### src/rtl/pmc_pkg.sv
package pmc_pkg;
  localparam int unsigned CODE_W   = 17;
  localparam int unsigned SELP_W   = 5;
  localparam int unsigned SELI_W   = 6;
  localparam int unsigned MSEL_TOP = 32768;
  localparam logic [CODE_W-1:0] SEED_CODE = 17'h04000;
  localparam logic [CODE_W-1:0] CODE_ONE  = 17'h18003;
  localparam logic [CODE_W-1:0] CODE_TWO  = 17'h10003;

  typedef enum logic [1:0] {ST_IDLE, ST_RUN, ST_HOLD} pmc_state_e;
  typedef enum logic [1:0] {K_WALK, K_FIXED, K_BAD} pmc_kind_e;
endpackage

### src/rtl/pmc_walk.sv
module pmc_walk
  import pmc_pkg::*;
(
  input  logic              clk,
  input  logic              rst_n,
  input  logic              load,
  input  logic              dec_mode,
  input  logic [CODE_W-1:0] x_init,
  input  logic [CODE_W-1:0] cnt_init,
  output logic [CODE_W-1:0] x_q,
  output logic [CODE_W-1:0] cnt_q,
  output logic              done
);
  logic              mode_q;
  logic [CODE_W-1:0] enc_next;
  logic [CODE_W-1:0] dec_next;

  // forward step: shift right, feedback into bit 14
  always_comb begin
    enc_next       = '0;
    enc_next[15:0] = x_q[16:1];
    enc_next[14]   = x_q[15] | (x_q[0] ^ x_q[1]);
  end

  // reverse step: shift left within 15 bits, feedback into bit 0
  always_comb begin
    dec_next       = '0;
    dec_next[14:1] = x_q[13:0];
    dec_next[0]    = x_q[0] ^ x_q[14];
  end

  assign done = mode_q ? ((x_q == SEED_CODE) || (cnt_q == '0)) : (cnt_q == '0);

  always_ff @(posedge clk) begin
    if (!rst_n) begin
      x_q    <= '0;
      cnt_q  <= '0;
      mode_q <= 1'b0;
    end else if (load) begin
      x_q    <= x_init;
      cnt_q  <= cnt_init;
      mode_q <= dec_mode;
    end else if (!done) begin
      x_q    <= mode_q ? dec_next : enc_next;
      cnt_q  <= cnt_q - 1'b1;
    end
  end
endmodule

### src/rtl/pmc_bw.sv
module pmc_bw
  import pmc_pkg::*;
(
  input  logic              clk,
  input  logic              rst_n,
  input  logic              load,
  input  logic [CODE_W-1:0] msel,
  output logic [SELP_W-1:0] selp,
  output logic [SELI_W-1:0] seli,
  output logic              done
);
  localparam int unsigned REM_W = 11;
  localparam int unsigned Q_W   = 5;

  logic [CODE_W-1:0] m_q;
  logic [REM_W-1:0]  rem_q;
  logic [Q_W-1:0]    q_q;
  logic              busy_q;
  logic [REM_W-1:0]  dvs;

  assign dvs  = {1'b0, m_q[9:0]} + 11'd9;
  assign done = !busy_q;

  // iterative ceiling of 1024 / (m + 9)
  always_ff @(posedge clk) begin
    if (!rst_n) begin
      m_q    <= '0;
      rem_q  <= '0;
      q_q    <= '0;
      busy_q <= 1'b0;
    end else if (load) begin
      m_q    <= msel;
      rem_q  <= 11'd1024;
      q_q    <= '0;
      busy_q <= (msel >= 17'd60) && (msel <= 17'd500);
    end else if (busy_q) begin
      q_q <= q_q + 1'b1;
      if (rem_q > dvs) rem_q <= rem_q - dvs;
      else             busy_q <= 1'b0;
    end
  end

  always_comb begin
    if (m_q < 17'd60) selp = m_q[5:1] + 5'd1;
    else              selp = 5'd31;
  end

  always_comb begin
    if      (m_q > 17'd16384) seli = 6'd1;
    else if (m_q > 17'd8192)  seli = 6'd2;
    else if (m_q > 17'd2048)  seli = 6'd4;
    else if (m_q >= 17'd501)  seli = 6'd8;
    else if (m_q >= 17'd60)   seli = {q_q[3:0], 2'b00};
    else                      seli = (m_q[5:0] & 6'h3c) + 6'd4;
  end
endmodule

### src/rtl/pll_mcode_conv.sv
module pll_mcode_conv
  import pmc_pkg::*;
(
  input  logic              clk,
  input  logic              rst_n,
  input  logic              in_valid,
  output logic              in_ready,
  input  logic              in_dir,
  input  logic [CODE_W-1:0] in_value,
  output logic              out_valid,
  input  logic              out_ready,
  output logic [CODE_W-1:0] out_code,
  output logic [SELP_W-1:0] out_selp,
  output logic [SELI_W-1:0] out_seli,
  output logic              out_invalid
);
  localparam logic [CODE_W-1:0] TOP_V   = CODE_W'(MSEL_TOP);
  localparam logic [CODE_W-1:0] START_C = CODE_W'(MSEL_TOP + 1);

  pmc_state_e        state_q;
  pmc_kind_e         kind_q, kind_d;
  logic              dir_q;
  logic [CODE_W-1:0] fixed_q, fixed_d;
  logic              accept;
  logic              w_mode;
  logic [CODE_W-1:0] w_x0, w_c0, w_x, w_c;
  logic              w_done;
  logic [SELP_W-1:0] bw_selp;
  logic [SELI_W-1:0] bw_seli;
  logic              bw_done;
  logic              finish;

  assign in_ready  = (state_q == ST_IDLE);
  assign out_valid = (state_q == ST_HOLD);
  assign accept    = in_valid && in_ready;
  assign finish    = (state_q == ST_RUN) && w_done && bw_done;

  // classify request and set up the walk
  always_comb begin
    kind_d  = K_WALK;
    fixed_d = '0;
    w_mode  = 1'b0;
    w_x0    = SEED_CODE;
    w_c0    = '0;
    if (!in_dir) begin
      if (in_value > TOP_V) begin
        kind_d = K_BAD;
      end else if (in_value == 17'd0) begin
        kind_d = K_FIXED;
      end else if (in_value == 17'd1) begin
        kind_d = K_FIXED; fixed_d = CODE_ONE;
      end else if (in_value == 17'd2) begin
        kind_d = K_FIXED; fixed_d = CODE_TWO;
      end else begin
        w_c0 = START_C - in_value;
      end
    end else begin
      if (in_value == CODE_ONE) begin
        kind_d = K_FIXED; fixed_d = 17'd1;
      end else if (in_value == CODE_TWO) begin
        kind_d = K_FIXED; fixed_d = 17'd2;
      end else begin
        w_mode = 1'b1;
        w_x0   = in_value;
        w_c0   = START_C;
      end
    end
  end

  pmc_walk u_walk (
    .clk      (clk),
    .rst_n    (rst_n),
    .load     (accept),
    .dec_mode (w_mode),
    .x_init   (w_x0),
    .cnt_init (w_c0),
    .x_q      (w_x),
    .cnt_q    (w_c),
    .done     (w_done)
  );

  pmc_bw u_bw (
    .clk   (clk),
    .rst_n (rst_n),
    .load  (accept && !in_dir),
    .msel  (in_value),
    .selp  (bw_selp),
    .seli  (bw_seli),
    .done  (bw_done)
  );

  always_ff @(posedge clk) begin
    if (!rst_n) begin
      state_q     <= ST_IDLE;
      kind_q      <= K_WALK;
      dir_q       <= 1'b0;
      fixed_q     <= '0;
      out_code    <= '0;
      out_selp    <= '0;
      out_seli    <= '0;
      out_invalid <= 1'b0;
    end else begin
      case (state_q)
        ST_IDLE: if (accept) begin
          state_q <= ST_RUN;
          kind_q  <= kind_d;
          dir_q   <= in_dir;
          fixed_q <= fixed_d;
        end
        ST_RUN: if (finish) begin
          state_q <= ST_HOLD;
          case (kind_q)
            K_FIXED: begin out_code <= fixed_q; out_invalid <= 1'b0; end
            K_BAD:   begin out_code <= '0;      out_invalid <= 1'b1; end
            default: begin
              if (dir_q) begin
                out_code    <= w_c;
                out_invalid <= (w_c == '0);
              end else begin
                out_code    <= w_x;
                out_invalid <= 1'b0;
              end
            end
          endcase
          if (dir_q || kind_q == K_BAD) begin
            out_selp <= '0;
            out_seli <= '0;
          end else begin
            out_selp <= bw_selp;
            out_seli <= bw_seli;
          end
        end
        ST_HOLD: if (out_ready) state_q <= ST_IDLE;
        default: state_q <= ST_IDLE;
      endcase
    end
  end
endmodule

### config.mk
export PLATFORM = sky130hd
export DESIGN_NAME = pll_mcode_conv
export DESIGN_NICKNAME = d
export VERILOG_FILES = /design/src/rtl/pmc_pkg.sv /design/src/rtl/pmc_walk.sv /design/src/rtl/pmc_bw.sv /design/src/rtl/pll_mcode_conv.sv
export SDC_FILE = /design/constraint.sdc
export NUM_CORES = 1
export LEC_CHECK = 0
export ABC_AREA = 1
export BUFFER_PORTS_ARGS = -buffer_cell sky130_fd_sc_hd__clkbuf_2
export CAP_MARGIN = 40
export CORE_MARGIN = 2
export CORE_UTILIZATION = 29
export CTS_CLUSTER_SIZE = 30
export DETAILED_ROUTE_END_ITERATION = 12
export SKIP_CTS_REPAIR_TIMING = 1
export SKIP_LAST_GASP = 1
export SLEW_MARGIN = 40
export SYNTH_ARGS = -nofsm -noshare
export SYNTH_HDL_FRONTEND = slang
export SYNTH_SLANG_ARGS = --single-unit
### constraint.sdc
create_clock -name clk -period 2.6 [get_ports clk]
set_clock_uncertainty 0.05 [all_clocks]
set_input_delay 0.65 -clock clk [delete_from_list [all_inputs] [get_ports clk]]
set_output_delay 0.65 -clock clk [all_outputs]
set_load 0.02 [all_outputs]
==> qor.csv, run 1 <==
metric,value,unit
Power Dens Cells,767,mW/mm^2
syn avg cell area,6.29,um^2
Final Hold Fails,0,
grt met3 use,0.0286,
row count,57,
Diodes inserted,0,
H-tree Lvls,3,
Final Setup Violations,2,
Critical Path End Type,flip-flop,
Synth area leader,dfxtp_1,
vias in the first global route,6770,
M2 GR Usage,0.247,
number of nets with antenna violations after routing,0,
main flop type after synthesis,dfxtp_1,
MaxCap Viol Count,0,
area delta synth->final,18.5,%
syn_nets,1168,
Core Region,0.0240,mm^2
starting density of the core,0.293,
Synth cell types,41,
nets,1245,
status,"complete, but fails checks",
final WL,23.0,mm
DP Cell Count,1508,
Port Buffer Count,52,
Worst-Margin Slew,0.802,ns
most common cell in the netlist,nand2_1,
CP Cell Sequence,ha_4 > buf_4 > xor2_1 > nor2_1 > a21oi_1 > ha_1 > a21oi_1 > nand2_1 > nand2_1 > nand2_1 > a21oi_1 > xnor2_1 > nor2_1 > nor2_1,
initial antenna violation count,0,
PnR worst setup slack,-0.0916,ns
Die ar.,0.0255,mm^2
vias per inst,4.95,
clock sinks,106,
Initial DRT Pass Iterations,6,
clock-pin slew on the worst setup and hold paths,0.07,ns
Worst-Skew Late Latency,0.36,ns
boundary pin count,53,
met1 usage in global routing,0.269,
Rel. slew slack,0.465,
peak supply drop,0.342,mV
CTS Buffer Depth,2,
hold_ws,0.409,ns
Setup CP Type,reg -> reg,
"Slowest-stage cell, CP",dfxtp_4,
Worst Setup Start Kind,flip-flop,
Die Width,160,um
total track usage,0.176,
first-pass GRT wire length,36.2,mm
root buf cell,clkbuf_16,
grt peak-use layer,met1,
CP max FO,7,
CTS tree,built,
Post-DP HPWL,18.1,mm
total number of vias,7549,
Slew Limit Fails,0,
max incr delay on CP,0.35,ns
number of synthesized flops with an enable pin,0,
unrepaired setup endpoints after global routing,true,
Synth Instances,1119,
HP Class,reg -> reg,
most common library cells after synthesis,"nand2_1, nor2_1, o21ai_0",
Max Freq,0.372,GHz
Final min period,2.69,ns
final worst-path cycle share,1.04,
Leakage,0.00375,uW
largest net degree at the start of global routing,29,
routed len/inst,15.1,um
GR Overflow Total,0,
WP data arrival,2.93,ns
post-layout util,0.347,
Post-synth ARST share,0,
RePlAce Congestion,0.957,
DRC violations left,0,
Inserted Clock Buffers,9,
Synth warnings,0,
share of post-route cells with drive strength above 1,0.152,
CP required,2.84,ns
Die Span Y,160,um
cell area after synthesis,0.00704,mm^2
"top cells by area, synth","dfxtp_1, o21ai_0, nand2_1, nor2_1, a21oi_1",
sequential fraction of the synthesis area,0.302,
failing checks,negative setup slack,
Synth top area share,0.302,
Finished Layout Cells,1525,
DRT iter0 DRCs,698,
Seq cells post-synth,106,
-- registers in the layout, indices dropped and copies added, names as in the netlist, 2 cells and up --
signal and flops:
fixed_q 4, kind_q 2, out_code 17, out_seli 6, out_selp 5, state_q 2, u_bw.m_q 17, u_bw.q_q 4
u_bw.rem_q 11, u_walk.cnt_q 17, u_walk.x_q 17
-- cells in the final DEF (no fill, tap or decap), types with 16 or more instances in the layout --
cell type | synthesis | routed
nand3_1 | 83 | 81
dfxtp_1 | 106 | 103
o21ai_0 | 151 | 142
inv_1 | 108 | 108
nand2_1 | 196 | 192
clkbuf_2 | 2 | 52
a21oi_1 | 91 | 90
xor2_1 | 22 | 22
ha_1 | 26 | 24
nand4_1 | 16 | 16
buf_4 | 2 | 58
nor2_1 | 194 | 188
-- through the flow --
stage | instance area (um^2) | total power [uW] | TNS, ns | setup WS [ns]
after floorplan | 7060 | 4060 | -0.0154 | -0.00816
after global placement | 7950 | 4920 | -0.174 | -0.0433
after detailed placement | 7950 | 4910 | -0.812 | -0.103
after CTS | 8250 | 6330 | -1.04 | -0.128
after global routing | 8340 | 6860 | -2.20 | -0.231
final | 8340 | 6400 | -0.0985 | -0.0916
-- routing by layer --
metal  routed length [um]  vias to the layer above
met5                    0                        -
met3                 1920                       34
li1                     -                     3817
met1                11300                     3394
met2                 9260                      304
met4                  538                        0
-- area by class of cell --
class | count | area (um^2)
Fill cell | 2626 | 15700
Multi-Input combinational cell | 852 | 4330
Tap cell | 324 | 405
Timing Repair Buffer | 113 | 738
Clock buffer | 13 | 250
Inverter | 114 | 432
Clock inverter | 3 | 46.3
Sequential cell | 106 | 2130
-- worst paths after layout --
kind                            depth (start not counted)  slack (ns)       endpoint     startpoint
worst max register to register                         14       -0.09  u_bw.rem_q[8]    u_bw.m_q[2]
worst min-delay path                                    2        0.41  u_bw.rem_q[0]  u_bw.rem_q[0]
worst max-delay path                                   14       -0.09  u_bw.rem_q[8]    u_bw.m_q[2]
worst min register to register                          2        0.41  u_bw.rem_q[0]  u_bw.rem_q[0]
-- cell families (layout without fill, tap and decap cells) --
group	after synthesis	after routing	share of synthesized area
AO/OA/AOI/OAI	262	262	0.192
XOR/XNOR	26	26	0.0324
adder cells (fa/ha/maj)	27	27	0.0491
buffers and inverters	161	243	0.0949
flip-flops	106	106	0.302
AND/OR/NAND/NOR	537	537	0.330
-- power breakdown --
part | switching, uW | internal, uW
Combinational | 1810 | 961
Sequential | 310 | 1910
Clock | 626 | 779
Total | 2750 | 3650
-- critical path, delay by kind of cell (launching register included) --
kind / cells / cell delay [ns]
AOI/OAI and AO/OA: 3 / 0.67
buffers and inverters: 1 / 0.13
adders and majority gates: 2 / 0.52
xor gates and xnor gates: 2 / 0.38
DFF: 1 / 0.35
and+or+nand+nor: 6 / 0.52
No activity file was read; power rests on OpenSTA's default activity.
==> run 2: changes to the inputs <==
BUFFER_PORTS_ARGS = default   (was -buffer_cell sky130_fd_sc_hd__clkbuf_2)
DONT_BUFFER_PORTS = 1   (was default)
clock period = 2.93 ns   (was 2.6 ns; I/O delays follow)
==> run 2 against run 1 <==
Net effect:
- the run now ends clean
- hold slack better by 0.013 ns
- global-route usage decreased by 0.22 points
- die area is the same
- critical endpoint is now u_bw.rem_q[10]
- largest cell class unchanged
==> qor.csv, run 2 (synthesis results as in run 1) <==
metric,value,unit,change
Port Buffer Count,0,,was 52
unrepaired setup endpoints after global routing,false,,was true
Worst Setup Start Kind,flip-flop,,unchanged
Finished Layout Cells,1436,,was 1525
Setup CP Type,reg -> reg,,unchanged
worst setup path startpoint,u_bw.m_q[1],,was u_bw.m_q[2]
status,"finished, final reports clean",,"was complete, but fails checks"
vias per inst,4.98,,was 4.95
HP Class,reg -> reg,,unchanged
MaxCap Viol Count,0,,unchanged
most frequent cells in the layout,"nand2_1, nor2_1, o21ai_0, inv_1, dfxtp_1",,unchanged
hold_sp,fixed_q[16],,was u_bw.rem_q[0]
Initial DRT Pass Iterations,5,,was 6
routed len/inst,15.4,um,was 15.1 um
H-tree Lvls,3,,unchanged
"commonest non-fill, non-tap cell in the layout",nand2_1,,unchanged
Die Width,160,um,unchanged
Final min period,2.74,ns,was 2.69 ns
row count,57,,unchanged
worst reg2reg setup slack,0.19,ns,was -0.09 ns
nets,1156,,was 1245
Post-DP HPWL,17.1,mm,was 18.1 mm
Final Setup Violations,0,,was 2
clock sinks,106,,unchanged
GR Overflow Total,0,,unchanged
Core Region,0.0240,mm^2,unchanged
"Slowest-stage cell, CP",ha_1,,was dfxtp_4
Most Frequent Cell on Critical Path,nor2_1,,
final worst-path cycle share,0.936,,was 1.04
RePlAce Congestion,0.910,,was 0.957
clock-pin slew on the worst setup and hold paths,0.07,ns,about the same
final WL,22.2,mm,was 23.0 mm
Area after DPL,0.00738,mm^2,was 0.00795 mm^2
Critical Path End Type,flip-flop,,unchanged
total number of vias,7153,,was 7549
number of nets with antenna violations after routing,0,,unchanged
CP max FO,8,,was 7
Die Span Y,160,um,unchanged
DRC violations left,0,,unchanged
CTS tree,built,,unchanged
Fillers,2674,,was 2626
Leakage,0.00332,uW,was 0.00375 uW
Power Dens Cells,699,mW/mm^2,was 767 mW/mm^2
total track usage,0.174,,was 0.176
Slew Limit Fails,0,,unchanged
first-pass GRT wire length,35.8,mm,was 36.2 mm
max incr delay on CP,0.35,ns,about the same
root buf cell,clkbuf_16,,unchanged
Inserted Clock Buffers,9,,unchanged
Worst-Margin Slew,0.776,ns,was 0.802 ns
WP data arrival,2.91,ns,was 2.93 ns
Final Hold Fails,0,,unchanged
design area,0.00771,mm^2,was 0.00834 mm^2
CP required,3.10,ns,was 2.84 ns
Worst-Skew Late Latency,0.36,ns,about the same
share of post-route cells with drive strength above 1,0.0692,,was 0.152
Die ar.,0.0255,mm^2,unchanged
CP Cell Sequence,ha_2 > nor2_1 > nor2_1 > o21ai_1 > nor3_2 > nand3_1 > xor2_1 > ha_1 > nand2_1 > nor2_1 > nand4_1 > o21ai_0 > inv_1 > nand2_4 > buf_6 > nor2_1 > nor2_1 > nor2_1,,was ha_4 > buf_4 > xor2_1 > nor2_1 > a21oi_1 > ha_1 > a21oi_1 > nand2_1 > nand2_1 > nand2_1 > a21oi_1 > xnor2_1 > nor2_1 > nor2_1
largest net degree at the start of global routing,73,,was 29
DRT iter0 DRCs,703,,was 698
boundary pin count,53,,unchanged
"Largest delay share family, worst path",simple AND/OR/NAND/NOR gates,,was compound AO/OA/AOI/OAI gates
starting density of the core,0.293,,unchanged
DP Cell Count,1419,,was 1508
WP buf/inv,2,,was 1
area delta synth->final,9.58,%,was 18.5%
vias in the first global route,6557,,was 6770
initial antenna violation count,0,,unchanged
CTS Buffer Depth,2,,unchanged
Max Freq,0.365,GHz,was 0.372 GHz
Diodes inserted,0,,unchanged
Rel. slew slack,0.482,,was 0.465
reg2reg start,u_bw.m_q[1],,was u_bw.m_q[2]
peak supply drop,0.275,mV,was 0.342 mV
## run 2: report_power, final
| group | switching (uW) | internal (uW) | total [uW] |
|---|---|---|---|
| Combinational | 1390 | 724 | 2110 |
| Clock | 554 | 665 | 1220 |
| Sequential | 371 | 1690 | 2060 |
| Total | 2310 | 3080 | 5390 |
## run 2: layout make-up
| class | instances | area, um^2 | area share |
|---|---|---|---|
| repair buffers | 23 | 176 | 0.0229 |
| clock buffers | 10 | 229 | 0.0297 |
| repair inverters | 1 | 7.51 | 0.000974 |
| well taps | 324 | 405 | 0.0526 |
| clock inverters | 6 | 65.1 | 0.00844 |
| multi-input cells | 852 | 4270 | 0.554 |
| inverters | 114 | 433 | 0.0561 |
| flip-flops and latches | 106 | 2120 | 0.275 |
## run 2: per-stage QoR
step,power (uW),TNS [ns],hold slack (ns),setup slack (ns),utilization
final,5390,0,0.422,0.188,0.321
after CTS,5390,-0.116,0.419,-0.0419,0.319
after global routing,5820,0,0.440,0.00656,0.321
after global placement,4140,0,0.408,0.00472,0.307
after floorplan,3600,0,0.382,0.0761,-
after detailed placement,4150,-0.0768,0.409,-0.0266,0.307
## run 2: worst paths after layout
path | endpoint | cells past startpoint
setup / recovery | u_bw.rem_q[10] | 18
hold / removal | fixed_q[16] | 2
setup reg to reg | u_bw.rem_q[10] | 18
hold reg to reg | fixed_q[16] | 2
## run 2: tightest hold or removal path, cell delays in order, from the launching register on
cell     delay, ns
dfxtp_1       0.31
nand2_1       0.06
a21oi_1       0.05
## run 2: routing by layer
| metal | share of wire | track usage |
|---|---|---|
| met5 | 0 | 0 |
| met4 | 0.014 | 0.0422 |
| met3 | 0.10 | 0.0512 |
| met2 | 0.40 | 0.243 |
| met1 | 0.48 | 0.259 |
==> run 3: changes to the inputs <==
--- a/constraint.sdc
+++ b/constraint.sdc
@@ -3,3 +3,3 @@
 set_input_delay 0.7325 -clock clk [delete_from_list [all_inputs] [get_ports clk]]
 set_output_delay 0.7325 -clock clk [all_outputs]
-set_load 0.02 [all_outputs]
+set_load 0.1 [all_outputs]
==> run 3 against run 2 <==
Net effect:
- utilization is 1.0 points higher
- sequential share of layout area is 0.72 points lower
- global-route usage is 0.25 points higher
- wire length is 2.8% higher
- highest routed layer unchanged
- combinational power is 24% higher
- via count is 1.9% higher
- sequential power hardly changed
- fmax is 0.12% lower
- cell area is 3.2% higher
- register-to-register slack hardly changed
- first-iteration DRC count is 2.0% lower
- cell count is 2.1% higher
==> qor.csv, run 3 (synthesis results as in run 1) <==
metric,value,unit,change
share of post-route cells with drive strength above 1,0.102,,was 0.0692
Setup CP Type,reg -> reg,,unchanged
Port Buffer Count,0,,unchanged
Final Setup Violations,0,,unchanged
Core Region,0.0240,mm^2,unchanged
Inserted Clock Buffers,9,,unchanged
Leakage,0.00349,uW,was 0.00332 uW
Max Freq,0.364,GHz,was 0.365 GHz
boundary pin count,53,,unchanged
Fillers,2673,,was 2674
hold_sp,u_bw.rem_q[0],,was fixed_q[16]
Die Span Y,160,um,unchanged
Die Width,160,um,unchanged
first-pass GRT wire length,36.2,mm,was 35.8 mm
CTS Buffer Depth,2,,unchanged
nets,1185,,was 1156
DP Cell Count,1447,,was 1419
FF+latch area,0.00213,mm^2,was 0.00212 mm^2
vias in the first global route,6630,,was 6557
Critical Path End Type,flip-flop,,unchanged
Slew Limit Fails,0,,unchanged
CP max FO,7,,was 8
most frequent cells in the layout,"nand2_1, nor2_1, o21ai_0, inv_1, dfxtp_1",,unchanged
CTS tree,built,,unchanged
design area,0.00796,mm^2,was 0.00771 mm^2
area occupied by multi-input gates,0.00428,mm^2,was 0.00427 mm^2
DRC violations left,0,,unchanged
PnR worst setup slack,0.184,ns,was 0.188 ns
DRT iter0 DRCs,689,,was 703
Final min period,2.75,ns,was 2.74 ns
HP Class,reg -> reg,,unchanged
starting density of the core,0.293,,unchanged
vias per inst,4.97,,was 4.98
"commonest non-fill, non-tap cell in the layout",nand2_1,,unchanged
Worst-Margin Slew,0.734,ns,was 0.776 ns
setup slack at placement,0.0298,ns,was -0.0266 ns
Die ar.,0.0255,mm^2,unchanged
Power Dens Cells,751,mW/mm^2,was 699 mW/mm^2
MaxCap Viol Count,0,,unchanged
Initial DRT Pass Iterations,6,,was 5
largest net degree at the start of global routing,73,,unchanged
clock-pin slew on the worst setup and hold paths,0.07,ns,about the same
routed len/inst,15.5,um,was 15.4 um
Rel. slew slack,0.510,,was 0.482
Post-DP HPWL,17.5,mm,was 17.1 mm
Area after DPL,0.00760,mm^2,was 0.00738 mm^2
H-tree Lvls,3,,unchanged
status,"finished, final reports clean",,unchanged
number of nets with antenna violations after routing,0,,unchanged
final setup TNS,0,ns,unchanged
reg2reg end,u_bw.rem_q[10],,unchanged
Final Hold Fails,0,,unchanged
row count,57,,unchanged
GR Overflow Total,0,,unchanged
initial antenna violation count,1,,was 0
Worst-Skew Late Latency,0.35,ns,was 0.36 ns
clock sinks,106,,unchanged
root buf cell,clkbuf_16,,unchanged
final worst-path cycle share,0.937,,was 0.936
total track usage,0.176,,was 0.174
final WL,22.8,mm,was 22.2 mm
Worst setup endpoint,u_bw.rem_q[10],,unchanged
worst reg2reg setup slack,0.18,ns,was 0.19 ns
worst setup path startpoint,u_bw.m_q[1],,unchanged
reg2reg start,u_bw.m_q[1],,unchanged
R2R cell count,17,,was 18
total number of vias,7289,,was 7153
Worst Setup Start Kind,flip-flop,,unchanged
WP data arrival,2.91,ns,about the same
CP required,3.10,ns,about the same
peak supply drop,0.320,mV,was 0.275 mV
RePlAce Congestion,0.939,,was 0.910
area delta synth->final,13.1,%,was 9.58%
Finished Layout Cells,1466,,was 1436
[run 3: worst min path at each step]
stage                                to  slack, ns  cells past startpoint
after floorplan           u_bw.rem_q[0]       0.38                      2
after global placement    u_bw.rem_q[0]       0.41                      2
after detailed placement  u_bw.rem_q[0]       0.41                      2
after CTS                 u_bw.rem_q[0]       0.42                      2
after global routing      u_bw.rem_q[0]       0.44                      2
final                     u_bw.rem_q[0]       0.42                      2
[run 3: report_power, final]
| part | internal, uW | switching [uW] |
|---|---|---|
| Combinational | 800 | 1820 |
| Sequential | 1690 | 388 |
| Clock | 694 | 583 |
| Total | 3190 | 2790 |
[run 3: worst max-delay path, cell delays in order (launching register included)]
cell,delay [ns]
dfxtp_1,0.33
ha_1,0.17
nor2_1,0.06
nor2_1,0.12
o21ai_2,0.09
nor3_2,0.21
nand3_1,0.12
xor2_1,0.16
ha_1,0.36
nand2_1,0.13
inv_1,0.05
a21oi_1,0.18
nand3_2,0.13
nand2_4,0.12
buf_4,0.15
nor2_1,0.05
nor2_1,0.10
nor2_1,0.05
[run 3: through the flow]
| stage | hold slack [ns] | power (uW) | utilization |
|---|---|---|---|
| after floorplan | 0.382 | 4000 | - |
| after global placement | 0.406 | 4670 | 0.316 |
| after detailed placement | 0.410 | 4680 | 0.316 |
| after CTS | 0.421 | 5960 | 0.329 |
| after global routing | 0.442 | 6400 | 0.331 |
| final | 0.419 | 5980 | 0.331 |
[run 3: final cells by class]
class | count | area share
Tap cell | 324 | 0.0510
Timing Repair inverter | 1 | 0.000944
Timing Repair Buffer | 52 | 0.0491
Clock buffer | 11 | 0.0305
Multi-Input combinational cell | 852 | 0.538
Inverter | 114 | 0.0544
Clock inverter | 5 | 0.00786
Sequential cell | 106 | 0.268
Antenna cell | 1 | 0.000315
[run 3: routing by layer]
| metal | share of wire | vias up | global-route usage |
|---|---|---|---|
| met2 | 0.40 | 255 | 0.251 |
| met1 | 0.49 | 3301 | 0.261 |
| li1 | - | 3705 | - |
| met3 | 0.093 | 28 | 0.0483 |
| met4 | 0.015 | 0 | 0.0438 |
| met5 | 0 | - | 0 |
